==> config.mk <==
export PLATFORM = sky130hd
export DESIGN_NAME = regio_exec_unit
export DESIGN_NICKNAME = d
export VERILOG_FILES = /design/src/rtl/regio_pkg.sv /design/src/rtl/regio_decode.sv /design/src/rtl/regio_acc_alu.sv /design/src/rtl/regio_flags.sv /design/src/rtl/regio_exec_unit.sv
export SDC_FILE = /design/constraint.sdc
export NUM_CORES = 1
export LEC_CHECK = 0
export CAP_MARGIN = 20
export CELL_PAD_IN_SITES_DETAIL_PLACEMENT = 0
export CELL_PAD_IN_SITES_GLOBAL_PLACEMENT = 1
export CORE_MARGIN = 8
export CORE_UTILIZATION = 41
export CTS_BUF_LIST = sky130_fd_sc_hd__clkbuf_8
export CTS_CLUSTER_SIZE = 12
export DETAILED_ROUTE_END_ITERATION = 7
export GPL_TIMING_DRIVEN = 0
export PLACE_DENSITY = 0.85
export SLEW_MARGIN = 0
export SYNTH_ARGS = -nofsm -noshare
export SYNTH_HDL_FRONTEND = slang
export SYNTH_HIERARCHICAL = 1
export SYNTH_SLANG_ARGS = --single-unit
==> constraint.sdc <==
create_clock -name clk -period 9.8 [get_ports clk]
set_clock_uncertainty 0.2 [all_clocks]
set_input_delay 2.45 -clock clk [delete_from_list [all_inputs] [get_ports clk]]
set_output_delay 2.45 -clock clk [all_outputs]
set_load 0.02 [all_outputs]
==> src/rtl/regio_pkg.sv <==
// Shared definitions for the register and I/O instruction unit.
// Assumes a fixed 12-bit operation field and a 6-bit I/O select window.
package regio_pkg;
    localparam int unsigned OP_W    = 12;
    localparam int unsigned IO_SEL  = 6;

    // One flag per decoded operation; at most one is set in any cycle.
    typedef struct packed {
        logic cla, cle, cma, cme, cir, cil, inc;
        logic spa, sna, sza, sze, hlt;
        logic inp, outp, ski, sko, ion, iof;
    } regio_op_t;
endpackage

==> src/rtl/regio_decode.sv <==
// Turns the execute strobe, the group bit and the one-hot field into
// individual operation flags. Assumes the caller raises exec only in
// the execute step; a field not exactly one-hot in its window yields no flag.
module regio_decode
    import regio_pkg::*;
(
    input  logic            exec,
    input  logic            mode,
    input  logic [OP_W-1:0] bits,
    output regio_op_t       op
);
    logic [OP_W-1:0]   reg_v;
    logic [IO_SEL-1:0] io_v;

    // Qualify each group's select window by strobe, group and one-hotness.
    always_comb begin
        reg_v = (exec && !mode && $onehot(bits)) ? bits : '0;
        io_v  = (exec && mode && $onehot(bits[OP_W-1 -: IO_SEL]))
                ? bits[OP_W-1 -: IO_SEL] : '0;
    end

    // Map field positions onto named operation flags.
    always_comb begin
        op      = '0;
        op.cla  = reg_v[11];
        op.cle  = reg_v[10];
        op.cma  = reg_v[9];
        op.cme  = reg_v[8];
        op.cir  = reg_v[7];
        op.cil  = reg_v[6];
        op.inc  = reg_v[5];
        op.spa  = reg_v[4];
        op.sna  = reg_v[3];
        op.sza  = reg_v[2];
        op.sze  = reg_v[1];
        op.hlt  = reg_v[0];
        op.inp  = io_v[5];
        op.outp = io_v[4];
        op.ski  = io_v[3];
        op.sko  = io_v[2];
        op.ion  = io_v[1];
        op.iof  = io_v[0];
    end
endmodule

==> src/rtl/regio_acc_alu.sv <==
// Next-value logic for the accumulator and carry, plus the skip
// conditions that depend on them. Assumes at most one op flag is set.
module regio_acc_alu
    import regio_pkg::*;
#(
    parameter int unsigned AC_W = 16,
    parameter int unsigned IO_W = 8
) (
    input  regio_op_t       op,
    input  logic [AC_W-1:0] ac,
    input  logic            e,
    input  logic [IO_W-1:0] inpr,
    output logic [AC_W-1:0] ac_nxt,
    output logic            e_nxt,
    output logic            acc_skip
);
    localparam int unsigned MSB = AC_W - 1;

    // Select the new accumulator and carry for the active operation.
    always_comb begin
        ac_nxt = ac;
        e_nxt  = e;
        if (op.cla) ac_nxt = '0;
        if (op.cle) e_nxt = 1'b0;
        if (op.cma) ac_nxt = ~ac;
        if (op.cme) e_nxt = ~e;
        if (op.cir) begin
            ac_nxt = {e, ac[MSB:1]};
            e_nxt  = ac[0];
        end
        if (op.cil) begin
            ac_nxt = {ac[MSB-1:0], e};
            e_nxt  = ac[MSB];
        end
        if (op.inc) ac_nxt = ac + 1'b1;
        if (op.inp) ac_nxt[IO_W-1:0] = inpr;
    end

    // Evaluate the accumulator and carry skip conditions.
    always_comb begin
        acc_skip = (op.spa && !ac[MSB]) || (op.sna && ac[MSB]) ||
                   (op.sza && (ac == '0)) || (op.sze && !e);
    end
endmodule

==> src/rtl/regio_flags.sv <==
// Holds the input register, the input and output ready flags and the
// interrupt enable. Assumes device pulses are one cycle wide; a device
// pulse wins over a same-cycle clear by an instruction.
module regio_flags
    import regio_pkg::*;
#(
    parameter int unsigned IO_W = 8
) (
    input  logic            clk,
    input  logic            rst_n,
    input  regio_op_t       op,
    input  logic [IO_W-1:0] in_data,
    input  logic            in_strobe,
    input  logic            out_ready,
    output logic [IO_W-1:0] inpr,
    output logic            fgi,
    output logic            fgo,
    output logic            ien,
    output logic            io_skip
);
    // Update the input register, both ready flags and the interrupt enable.
    always_ff @(posedge clk) begin
        if (!rst_n) begin
            inpr <= '0;
            fgi  <= 1'b0;
            fgo  <= 1'b0;
            ien  <= 1'b0;
        end else begin
            if (in_strobe) inpr <= in_data;
            if (in_strobe)      fgi <= 1'b1;
            else if (op.inp)    fgi <= 1'b0;
            if (out_ready)      fgo <= 1'b1;
            else if (op.outp)   fgo <= 1'b0;
            if (op.ion)         ien <= 1'b1;
            else if (op.iof)    ien <= 1'b0;
        end
    end

    // Flag-based skip conditions.
    always_comb io_skip = (op.ski && fgi) || (op.sko && fgo);
endmodule

==> src/rtl/regio_exec_unit.sv <==
// Execute stage for non-memory instructions. Holds accumulator, carry,
// program counter, run flag and output register; asks the sequencer to
// restart whenever exec_t3 is high. Assumes IO_W <= AC_W.
module regio_exec_unit
    import regio_pkg::*;
#(
    parameter int unsigned AC_W = 16,
    parameter int unsigned PC_W = 12,
    parameter int unsigned IO_W = 8
) (
    input  logic            clk,
    input  logic            rst_n,
    input  logic            exec_t3,
    input  logic            mode_i,
    input  logic [OP_W-1:0] op_bits,
    input  logic [IO_W-1:0] in_data,
    input  logic            in_strobe,
    input  logic            out_ready,
    output logic [AC_W-1:0] ac_o,
    output logic            e_o,
    output logic [PC_W-1:0] pc_o,
    output logic            run_o,
    output logic            ien_o,
    output logic            fgi_o,
    output logic            fgo_o,
    output logic [IO_W-1:0] out_data_o,
    output logic            sc_clr_o
);
    regio_op_t       op;
    logic [AC_W-1:0] ac_q, ac_nxt;
    logic            e_q, e_nxt;
    logic [PC_W-1:0] pc_q;
    logic            run_q;
    logic [IO_W-1:0] outr_q, inpr;
    logic            acc_skip, io_skip;

    regio_decode u_dec (
        .exec (exec_t3),
        .mode (mode_i),
        .bits (op_bits),
        .op   (op)
    );

    regio_acc_alu #(.AC_W(AC_W), .IO_W(IO_W)) u_alu (
        .op       (op),
        .ac       (ac_q),
        .e        (e_q),
        .inpr     (inpr),
        .ac_nxt   (ac_nxt),
        .e_nxt    (e_nxt),
        .acc_skip (acc_skip)
    );

    regio_flags #(.IO_W(IO_W)) u_flags (
        .clk       (clk),
        .rst_n     (rst_n),
        .op        (op),
        .in_data   (in_data),
        .in_strobe (in_strobe),
        .out_ready (out_ready),
        .inpr      (inpr),
        .fgi       (fgi_o),
        .fgo       (fgo_o),
        .ien       (ien_o),
        .io_skip   (io_skip)
    );

    // Commit accumulator, carry, program counter, run flag and output byte.
    always_ff @(posedge clk) begin
        if (!rst_n) begin
            ac_q   <= '0;
            e_q    <= 1'b0;
            pc_q   <= '0;
            run_q  <= 1'b1;
            outr_q <= '0;
        end else begin
            ac_q <= ac_nxt;
            e_q  <= e_nxt;
            if (acc_skip || io_skip) pc_q <= pc_q + 1'b1;
            if (op.hlt)  run_q  <= 1'b0;
            if (op.outp) outr_q <= ac_q[IO_W-1:0];
        end
    end

    // Drive the outputs from the held state.
    always_comb begin
        ac_o       = ac_q;
        e_o        = e_q;
        pc_o       = pc_q;
        run_o      = run_q;
        out_data_o = outr_q;
        sc_clr_o   = exec_t3;
    end
endmodule

==> results of run 1 <==
cell type report:
cell class | instances | area [µm²]
Fill cell | 888 | 4420
Multi-Input combinational cell | 307 | 2420
Sequential cell | 49 | 981
Timing Repair Buffer | 67 | 671
Buffer | 42 | 275
Inverter | 42 | 158
Tap cell | 111 | 139
Clock buffer | 5 | 68.8
Clock inverter | 3 | 26.3
cells in the final DEF (no fill, tap or decap), types with 11 or more instances in the layout:
| cell | Yosys | routed |
|---|---|---|
| a211o_1 | 11 | 11 |
| a21oi_1 | 30 | 30 |
| and2_1 | 17 | 17 |
| clkbuf_1 | 18 | 18 |
| clkdlybuf4s50_1 | 0 | 66 |
| dfxtp_1 | 49 | 49 |
| inv_1 | 42 | 42 |
| mux2i_1 | 21 | 21 |
| nand2_1 | 20 | 20 |
| nand4b_1 | 13 | 13 |
| nor2_1 | 18 | 18 |
| nor2b_1 | 20 | 20 |
| nor3b_1 | 14 | 14 |
| o21ai_0 | 11 | 11 |
| xnor2_1 | 11 | 11 |
worst min-delay path, delay by kind of cell (launching register included):
kind,cells,cell delay [ns]
flip-flops,1,0.34
multiplexers,1,0.05
AND/OR/NAND/NOR,1,0.05
final timing paths:
path                            startpoint       end  slack [ns]  depth (start not counted)
worst min-delay path              pc_o[11]  pc_o[11]        0.28                          2
worst min register to register    pc_o[11]  pc_o[11]        0.28                          2
worst max-delay path            op_bits[7]   pc_o[9]        0.88                         19
worst max register to register     ac_o[1]   pc_o[9]        6.67                          9
logic make-up after synthesis:
kind of cell	count (synthesis)
AO/OA/AOI/OAI	105
XOR/XNOR	16
adder cells (fa/ha/maj)	18
buffers and inverters	84
flip-flops	49
multiplexers	22
AND/OR/NAND/NOR	146
power by group:
group / leakage [nW] / total (mW) / internal (mW) / switching [mW]
clock: 0.0423 / 0.131 / 0.0521 / 0.0786
sequential: 0.398 / 0.246 / 0.219 / 0.0268
combinational: 1.32 / 0.418 / 0.187 / 0.231
total: 1.76 / 0.795 / 0.459 / 0.336
flip-flops by register name, summed over array words and instances, names as in the netlist:
name          flops
u_flags/fgi       1
u_flags/fgo       1
run_o             1
out_data_o        8
u_flags/inpr      8
u_flags/ien       1
pc_o             12
ac_o             16
e_o               1
routing by layer:
metal / vias up / global-route usage
met1: 1657 / 0.216
met2: 116 / 0.271
met5: - / 0
met3: 12 / 0.0392
li1: 1719 / -
met4: 0 / 0.0621
metrics by stage:
step	hold WS, ns	cells	utilization
global route	0.315	626	0.517
detailed placement	0.268	618	0.507
CTS	0.284	626	0.517
global placement	0.254	617	0.506
floorplan	0.283	440	-
finish	0.280	626	0.517
==> metrics, run 1 <==
Placed Area 4640 µm²; num ports 68; Worst setup SP type input pin; biggest area consumer among synthesized cells dfxtp_1; worst slack, placed 0.602 ns; Final min period 8.92 ns; Clock Path Buffers 2; most frequent cell after synthesis dfxtp_1; Slew HR 0.352; die extent in x 113 µm; fin nets 558; Bufs and invs on worst path 5; CP max-delay cell o21ai_0; Max Slew Vio Count 0; Final period util 0.910; Design Area, Final 4730 µm²; Via density 5.60; Initial Util 0.418; metal1 wirelength 4780 µm; Compound-Gate Fraction of Synth Area 0.213; uppermost layer routed met4; DR DRC count 0; top cell type's share of synthesized area 0.256; clock root cell clkbuf_8; Peak VDD IR 0.0917 mV; initial antenna violation count 0; Total GRT Usage 0.169; Num CTS Buffers 5; Gate Count Post-Synth 440; CTS tree yes; Post CTS Setup Buffer Count 0; leakage 1.76 nW; clock latency on the worst-skew pair 0.31 ns; worst min path class register to register; main combinational cell family by area after synthesis simple AND/OR/NAND/NOR gates; Worst Tran Pin Value 0.962 ns; Post-synth EDFFs 0; ANT cells 0; post-synthesis adder-cell area fraction 0.0784; PD cells 168 nW/µm²; top cells by instance count after synthesis 49 x dfxtp_1, 42 x inv_1, 30 x a21oi_1; syn_area_per_cell 8.70 µm²; simple-gate portion of the synthesized area 0.245; Clock transition at path regs 0.10 ns; first-pass GRT wire length 17,700 µm; DR WL met2 4890 µm; Routed WL 10,500 µm; initial DRC count 198; # port buffers 66; Post-synth top flop dfxtp_1; global placement routability congestion 0.897; layout cells sized above 1 0.0971; RSZ-0062 raised after global routing false; total power 795 µW; hold buffers post-CTS 0; Final Hold Fails 0; Critical Path Fanout Max 10; Crit Path Class input pin to register; vias in the first global route 3,516; arrival time at the worst endpoint 8.96 ns; htree depth 2; register area share after synthesis 0.256; post-CTS sizing 0; Net Count, Synth 484; f_max 112 MHz; First-pass DRT Iterations 4; hpwl dp 7970 µm; post-synth cell types 57; Synth async-reset ratio 0; die area 12,700 µm²; final setup vio count 0; Post-Syn Area 3830 µm²; CP required 9.84 ns; crit-path cells clkdlybuf4s50_1 > fa_1 > fa_1 > inv_1 > fa_1 > fa_1 > inv_1 > ha_1 > inv_1 > fa_1 > clkbuf_1 > nand4b_1 > a2111oi_2 > nor4b_1 > a41oi_1 > o21ai_0 > o2111ai_1 > or4_1 > a21oi_1; grt ovf 0; synth top area cells dfxtp_1 26%, mux2i_1 5.5%, fa_1 5.2%, inv_1 4.1%, a2111oi_2 3.9%; Yosys warnings 6; critical path's largest stage delay 0.78 ns; Max Cap Viol 0; wire per inst 16.8 µm; Crit. End Element register; Layout area overhead 23.7%; post-synthesis register bit count 49; total number of vias 3,504; DIE HEIGHT 113 µm; kind of cell adding the most delay to the critical path adder cells; Final WS setup 0.881 ns; cell mode on critical path fa_1; Sink Count 49; core area 9150 µm²; xor/xnor share of the synthesized area 0.0366; mux cell area share after synthesis 0.0578; # rows 35; met3 wire len 707 µm; Sum Neg Setup Slack 0 ns; ANT nets after route 0; status finished, final reports clean; largest net degree at the start of global routing 18
No activity file was read; power rests on OpenSTA's default activity.
==> inputs of run 2 (changes only) <==
--- a/config.mk
+++ b/config.mk
@@ -9,14 +9,13 @@
 export CELL_PAD_IN_SITES_DETAIL_PLACEMENT = 0
 export CELL_PAD_IN_SITES_GLOBAL_PLACEMENT = 1
 export CORE_MARGIN = 8
-export CORE_UTILIZATION = 41
+export CORE_UTILIZATION = 30
 export CTS_BUF_LIST = sky130_fd_sc_hd__clkbuf_8
 export CTS_CLUSTER_SIZE = 12
 export DETAILED_ROUTE_END_ITERATION = 7
 export GPL_TIMING_DRIVEN = 0
-export PLACE_DENSITY = 0.85
+export PLACE_DENSITY = 0.68
 export SLEW_MARGIN = 0
 export SYNTH_ARGS = -nofsm -noshare
 export SYNTH_HDL_FRONTEND = slang
-export SYNTH_HIERARCHICAL = 1
 export SYNTH_SLANG_ARGS = --single-unit
==> run 2 against run 1 <==
Flip-flop and latch count unchanged. Sequential share of layout area up 0.55 points. Die area up 26%. Clock-buffer cell count up 1. Via count up 8.4%. Largest power group is now registers. Highest routed layer unchanged.
==> metrics, run 2 <==
status finished, final reports clean; most frequent cells in the layout 66 x clkdlybuf4s50_1, 49 x dfxtp_1, 47 x nand2_1, 39 x a21oi_1, 26 x nand3_1; htree depth 2 (unchanged); Post-synth EDFFs 0 (unchanged); Slew HR 0.507 (+0.155); largest net degree at the start of global routing 16 (-2); Crit Path Class input pin to register; register area share after synthesis 0.269 (+0.0127); core area 12,000 µm² (+31%); Synth async-reset ratio 0 (unchanged); PD cells 129 nW/µm² (-23%); layout cells sized above 1 0.0743 (-0.0227); total number of vias 3,798 (+8.4%); global route hottest layer met2; First-pass DRT Iterations 5 (+1); clock latency on the worst-skew pair 0.33 ns (+0.02 ns); vias in the first global route 3,701 (+5.3%); wire per inst 18.9 µm (+13%); Final Hold Fails 0 (unchanged); FF-to-FF Start ac_o[0]; Clock transition at path regs 0.09 ns (about the same); Max Slew Vio Count 0 (unchanged); top cells by instance count after synthesis 49 x dfxtp_1, 47 x nand2_1, 39 x a21oi_1; GR Util met2 0.250 (-0.0213); synth top area cells dfxtp_1 27%, a21oi_1 5.3%, mux2i_1 4.9%, nand2_1 4.8%, ha_1 4.8%; syn_area_per_cell 7.86 µm² (-9.6%); Worst setup SP type input pin; routing usage on met1 0.215 (-0.000897); Layout area overhead 26.4%; Total GRT Usage 0.161 (-0.00833); f_max 140 MHz (+25%); worst min path class register to register; Final min period 7.14 ns (-1.78 ns); Post-Syn Area 3650 µm² (-4.7%); RSZ-0062 raised after global routing false; DR DRC count 0 (unchanged); first-pass GRT wire length 20,500 µm (+16%); Worst Tran Pin Value 0.729 ns (-0.232 ns); clock root cell clkbuf_8; initial DRC count 383 (+93%); M3 GR Usage 0.0443 (+0.00512); CP required 9.86 ns (+0.02 ns); Peak VDD IR 0.0608 mV (-34%); Max Cap Viol 0 (unchanged); top cell type's share of synthesized area 0.269 (+0.0127); post-synth cell types 64 (+12%); commonest non-fill, non-tap cell in the layout clkdlybuf4s50_1; Net Count, Synth 511 (+5.6%); Via density 5.54 (-0.95%); Final WS setup 2.66 ns (+1.78 ns); Sink Count 49 (unchanged); Num CTS Buffers 5 (unchanged); Largest register FFs 16 (unchanged); post-CTS sizing 0 (unchanged); worst r2r path cells 8 (-1); hpwl dp 9380 µm (+18%); Crit. End Element register; CP max-delay cell clkdlybuf4s50_1; critical path's largest stage delay 0.56 ns (-0.22 ns); Post CTS Setup Buffer Count 0 (unchanged); arrival time at the worst endpoint 7.20 ns (-1.76 ns); Clock Path Buffers 2 (unchanged); Sum Neg Setup Slack 0 ns (unchanged); DIE HEIGHT 126 µm (+12%); ANT cells 0 (unchanged); Post-synth top flop dfxtp_1; leakage 1.68 nW (-5.0%); crit-path cells clkdlybuf4s50_1 > ha_1 > inv_1 > fa_1 > fa_1 > inv_1 > fa_1 > ha_1 > inv_1 > fa_1 > nand4b_1 > nor2_2 > o21a_1 > buf_2 > buf_2 > o211ai_1 > a31oi_1; fin nets 584 (+4.7%); num ports 68 (unchanged); # port buffers 66 (unchanged); Gate Count Post-Synth 464 (+5.5%); ANT nets after route 0 (unchanged); Worst R2R End pc_o[4]; Critical Path Source op_bits[11]; CTS tree yes; die area 15,900 µm² (+26%); worst slack, placed 2.33 ns (+1.73 ns); most frequent cell after synthesis dfxtp_1; Critical Path Fanout Max 10 (unchanged); initial antenna violation count 0 (unchanged); hold buffers post-CTS 0 (unchanged); biggest area consumer among synthesized cells dfxtp_1; die extent in x 126 µm (+12%); Final period util 0.729 (-0.181); cell mode on critical path fa_1; # rows 40 (+14%); final setup vio count 0 (unchanged); Yosys warnings 0 (-6); flop2flop setup slack 7.25 ns (+0.58 ns); Hold Crit Start out_data_o[0]; global placement routability congestion 0.893 (-0.42%); Initial Util 0.305 (-0.113); crit path capture ac_o[4]; grt ovf 0 (unchanged); Routed WL 12,900 µm (+23%); post-synthesis register bit count 49 (unchanged)
[run 2: cell types whose count changed after synthesis, sizes merged, moves of 13 or more]
| cell | delta |
|---|---|
| a31oi | +14 |
| and2 | -14 |
| and3 | +13 |
| inv | -18 |
| nand2 | +27 |
| nand3 | +18 |
| nor2b | -19 |
[run 2: power by group]
group / leakage (nW) / switching, mW / total (mW) / internal, mW
clock: 0.0574 / 0.0804 / 0.164 / 0.0832
combinational: 1.22 / 0.128 / 0.214 / 0.0862
sequential: 0.397 / 0.0101 / 0.219 / 0.209
total: 1.68 / 0.218 / 0.597 / 0.378
[run 2: area by class of cell]
type	count	area [µm²]
clock inverters	2	37.5
flip-flops and latches	49	981
repair buffers	66	661
inverters	24	90.1
well taps	147	184
plain buffers	48	221
fillers	1260	7350
multi-input cells	343	2360
clock buffers	6	82.6
[run 2: kinds of logic after synthesis]
family	count (synthesis)	share of synthesized area
simple gates	168	0.253
compound gates	131	0.245
buf+inv	72	0.0854
flops	49	0.269
mux	19	0.0525
fa+ha+maj	21	0.0864
xor+xnor	4	0.00960
[run 2: worst max-delay path: cells and delay by family]
kind	cells	cell delay (ns)
and+or+nand+nor	2	0.43
buffers and inverters	6	1.24
adders and majority gates	6	2.55
AOI/OAI and AO/OA	3	0.51
[run 2: worst min-delay path by stage]
stage | slack (ns) | endpoint | cells past startpoint
3_3_place_gp | 0.24 | run_o | 1
4_1_cts | 0.27 | out_data_o[0] | 2
2_1_floorplan | 0.25 | ac_o[6] | 2
5_1_grt | 0.29 | out_data_o[0] | 2
6_report | 0.26 | out_data_o[0] | 2
3_5_place_dp | 0.25 | out_data_o[0] | 2
[run 2: per-stage QoR]
stage	hold WS [ns]	cell area (µm²)	power, mW	std cells	util
floorplan	0.252	3650	0.364	464	-
global placement	0.239	4490	0.433	677	0.376
detailed placement	0.248	4490	0.436	677	0.376
CTS	0.265	4610	0.601	685	0.386
global route	0.287	4610	0.633	685	0.386
finish	0.264	4610	0.597	685	0.386
[run 2: routing by layer]
| metal | routed length [µm] | vias up | share of wire |
|---|---|---|---|
| met5 | 0 | - | 0 |
| met3 | 777 | 14 | 0.060 |
| met4 | 213 | 0 | 0.016 |
| li1 | - | 1838 | - |
| met2 | 5830 | 119 | 0.45 |
| met1 | 6130 | 1827 | 0.47 |
==> inputs of run 3 (changes only) <==
--- a/config.mk
+++ b/config.mk
@@ -14,7 +14,7 @@
 export CTS_CLUSTER_SIZE = 12
 export DETAILED_ROUTE_END_ITERATION = 7
 export GPL_TIMING_DRIVEN = 0
-export PLACE_DENSITY = 0.68
+export PLACE_DENSITY = 0.71
 export SLEW_MARGIN = 0
 export SYNTH_ARGS = -nofsm -noshare
 export SYNTH_HDL_FRONTEND = slang
==> constraint.sdc (replaced) <==
create_clock -name clk -period 5.8 [get_ports clk]
set_clock_uncertainty 0.2 [all_clocks]
set_input_delay 1.45 -clock clk [delete_from_list [all_inputs] [get_ports clk]]
set_output_delay 1.45 -clock clk [all_outputs]
set_load 0.02 [all_outputs]
==> run 3 against run 2 <==
Via count rose by 0.16%. Sequential power rose by 69%. First-iteration DRC count rose by 8.6%. Non-clock buffer count rose by 3. Combinational power rose by 76%. Total power rose by 63%. Flip-flop and latch count did not move. Register-to-register slack got worse by 4.1 ns. Sequential share of layout area fell by 0.22 points. Critical path depth fell by 1. Critical path type unchanged. Highest routed layer unchanged.
==> metrics, run 3 (same netlist as run 2, synthesis figures left out) <==
Gate power share 0.388 (+0.030); Max Slew Vio Count 0 (unchanged); htree depth 2 (unchanged); Critical Path Fanout Max 10 (unchanged); ANT cells 0 (unchanged); Clock transition at path regs 0.10 ns (about the same); Final period util 0.968; Crit Path Class input pin to register; Int Pwr 595 µW (+57%); hold buffers post-CTS 0 (unchanged); Sink Count 49 (unchanged); grt ovf 0 (unchanged); # port buffers 66 (unchanged); kind of cell adding the most delay to the critical path adder cells; Layout area overhead 27.8%; worst min path class register to register; final non-filler cell total 688 (+0.44%); initial antenna violation count 0 (unchanged); core area 12,000 µm² (unchanged); clock latency on the worst-skew pair 0.32 ns (about the same); flop2flop setup slack 3.20 ns (-4.05 ns); worst slack, placed -0.628 ns (-2.95 ns); Crit. End Element register; DIE HEIGHT 126 µm (unchanged); Via density 5.53 (-0.28%); Initial Util 0.305 (unchanged); Max Cap Viol 0 (unchanged); wire per inst 18.6 µm (-1.4%); total number of vias 3,804 (+0.16%); Sw Ratio 0.387 (+0.0212); num ports 68 (unchanged); hold path endpoint run_o; Cells after DPL 677 (unchanged); FF-to-FF Start ac_o[0]; Flop pwr share 0.381 (+0.014); die extent in x 126 µm (unchanged); DR DRC count 0 (unchanged); cell mode on critical path fa_1; largest net degree at the start of global routing 17 (+1); arrival time at the worst endpoint 5.65 ns (-1.55 ns); most frequent cells in the layout 62 x clkdlybuf4s50_1, 49 x dfxtp_1, 47 x nand2_1, 39 x a21oi_1, 26 x nand3_1; First-pass DRT Iterations 5 (unchanged); Clock Path Buffers 2 (unchanged); first-pass GRT wire length 20,400 µm (-0.77%); # rows 40 (unchanged); die area 15,900 µm² (unchanged); status finished, final reports clean; Routed WL 12,800 µm (-0.96%); P_sw 376 µW (+72%); ANT nets after route 0 (unchanged); Bufs and invs on worst path 5 (-1); Worst Hold Depth 1 (-1); Final Hold Fails 0 (unchanged); critical path's largest stage delay 0.52 ns (-0.04 ns); Peak VDD IR 0.105 mV (+73%); commonest non-fill, non-tap cell in the layout clkdlybuf4s50_1; worst r2r path cells 8 (unchanged); f_max 178 MHz; leakage 1.72 nW (+2.6%); Final WS setup 0.186 ns (-2.47 ns); Hold Crit Start run_o; Slew HR 0.554 (+0.0464); hpwl dp 9450 µm (+0.71%); Worst R2R End pc_o[4]; initial DRC count 416 (+8.6%); final setup vio count 0 (unchanged); Worst setup SP type input pin; Worst Tran Pin Value 0.661 ns (-0.0687 ns); global placement routability congestion 0.874 (-2.1%); layout cells sized above 1 0.0850 (+0.0107); Num CTS Buffers 5 (unchanged); CTS tree yes; Largest register FFs 16 (unchanged); CP required 5.84 ns (-4.02 ns); PD cells 208 nW/µm² (+61%); crit-path cells clkdlybuf4s50_1 > ha_1 > inv_1 > fa_1 > fa_1 > inv_1 > fa_1 > ha_1 > inv_1 > fa_1 > nand4b_1 > nor2_4 > o21ai_4 > buf_8 > o31ai_2 > mux2i_1; vias in the first global route 3,732 (+0.84%); Final min period 5.61 ns; Total GRT Usage 0.157 (-0.00408); fin nets 587 (+0.51%); clock power share 0.231 (-0.043); CP max-delay cell fa_1; clock root cell clkbuf_8; final core utilization 0.390 (+0.00408)
==> run 3: cell types whose count changed in the layout (fill, tap and decap cells not counted), moves of 2 or more <==
cell	before	now
o31ai_1	4	2
buf_4	3	7
clkdlybuf4s50_1	66	62
buf_2	18	15
dlymetal6s2s_1	0	3
==> run 3: power by group through the flow <==
stage | combinational, mW | clock [mW] | sequential (mW)
after floorplan | 0.226 | 0 | 0.388
after global placement | 0.351 | 0 | 0.378
after detailed placement | 0.357 | 0 | 0.378
after CTS | 0.367 | 0.226 | 0.370
after global routing | 0.418 | 0.240 | 0.373
final | 0.376 | 0.224 | 0.370
==> run 3: worst max-delay path by stage <==
stage	startpoint	end	slack [ns]	cells after the start
6_report	op_bits[9]	pc_o[6]	0.19	16
5_1_grt	op_bits[9]	pc_o[8]	-0.006	16
4_1_cts	op_bits[8]	pc_o[6]	0.01	16
3_5_place_dp	op_bits[11]	ac_o[4]	-0.63	17
3_3_place_gp	op_bits[11]	ac_o[4]	-0.61	17
2_1_floorplan	op_bits[10]	ac_o[15]	0.42	14
==> run 3: metrics by stage <==
step / hold slack, ns / instance area (µm²) / setup TNS [ns] / power, mW
after floorplan: 0.252 / 3650 / 0 / 0.615
after global placement: 0.239 / 4490 / -12.24 / 0.729
after detailed placement: 0.244 / 4490 / -13.22 / 0.735
after CTS: 0.268 / 4610 / 0 / 0.964
after global routing: 0.292 / 4660 / -0.00578 / 1.03
final: 0.260 / 4660 / 0 / 0.971
==> run 3: final cells by class <==
class,instances,area (µm²)
Fill cell,1248,7300
Multi-Input combinational cell,343,2390
Sequential cell,49,981
Timing Repair Buffer,69,689
Buffer,48,240
Tap cell,147,184
Inverter,24,90.1
Clock buffer,5,68.8
Clock inverter,3,21.3
==> run 3: repair_timing <==
item,CTS,global route
buffers inserted,1,2
setup endpoints to repair,26,26
gates cloned,0,0
resized for setup,5,12
pin swaps,1,4
==> run 3: layer usage <==
metal / vias to the layer above / wire length, µm / GRT usage
met2: 139 / 5860 / 0.258
met4: 0 / 168 / 0.0318
li1: 1840 / - / -
met3: 17 / 928 / 0.0350
met5: - / 0 / 0
met1: 1808 / 5860 / 0.205
==> run 3: worst reg2reg max path, delay by kind of cell (launching register included) <==
family	cells	cell delay, ns
AOI/OAI and AO/OA	2	0.42
buffers and inverters	2	0.50
adders and majority gates	1	0.22
muxes	1	0.37
and+or+nand+nor	2	0.38
DFF	1	0.41
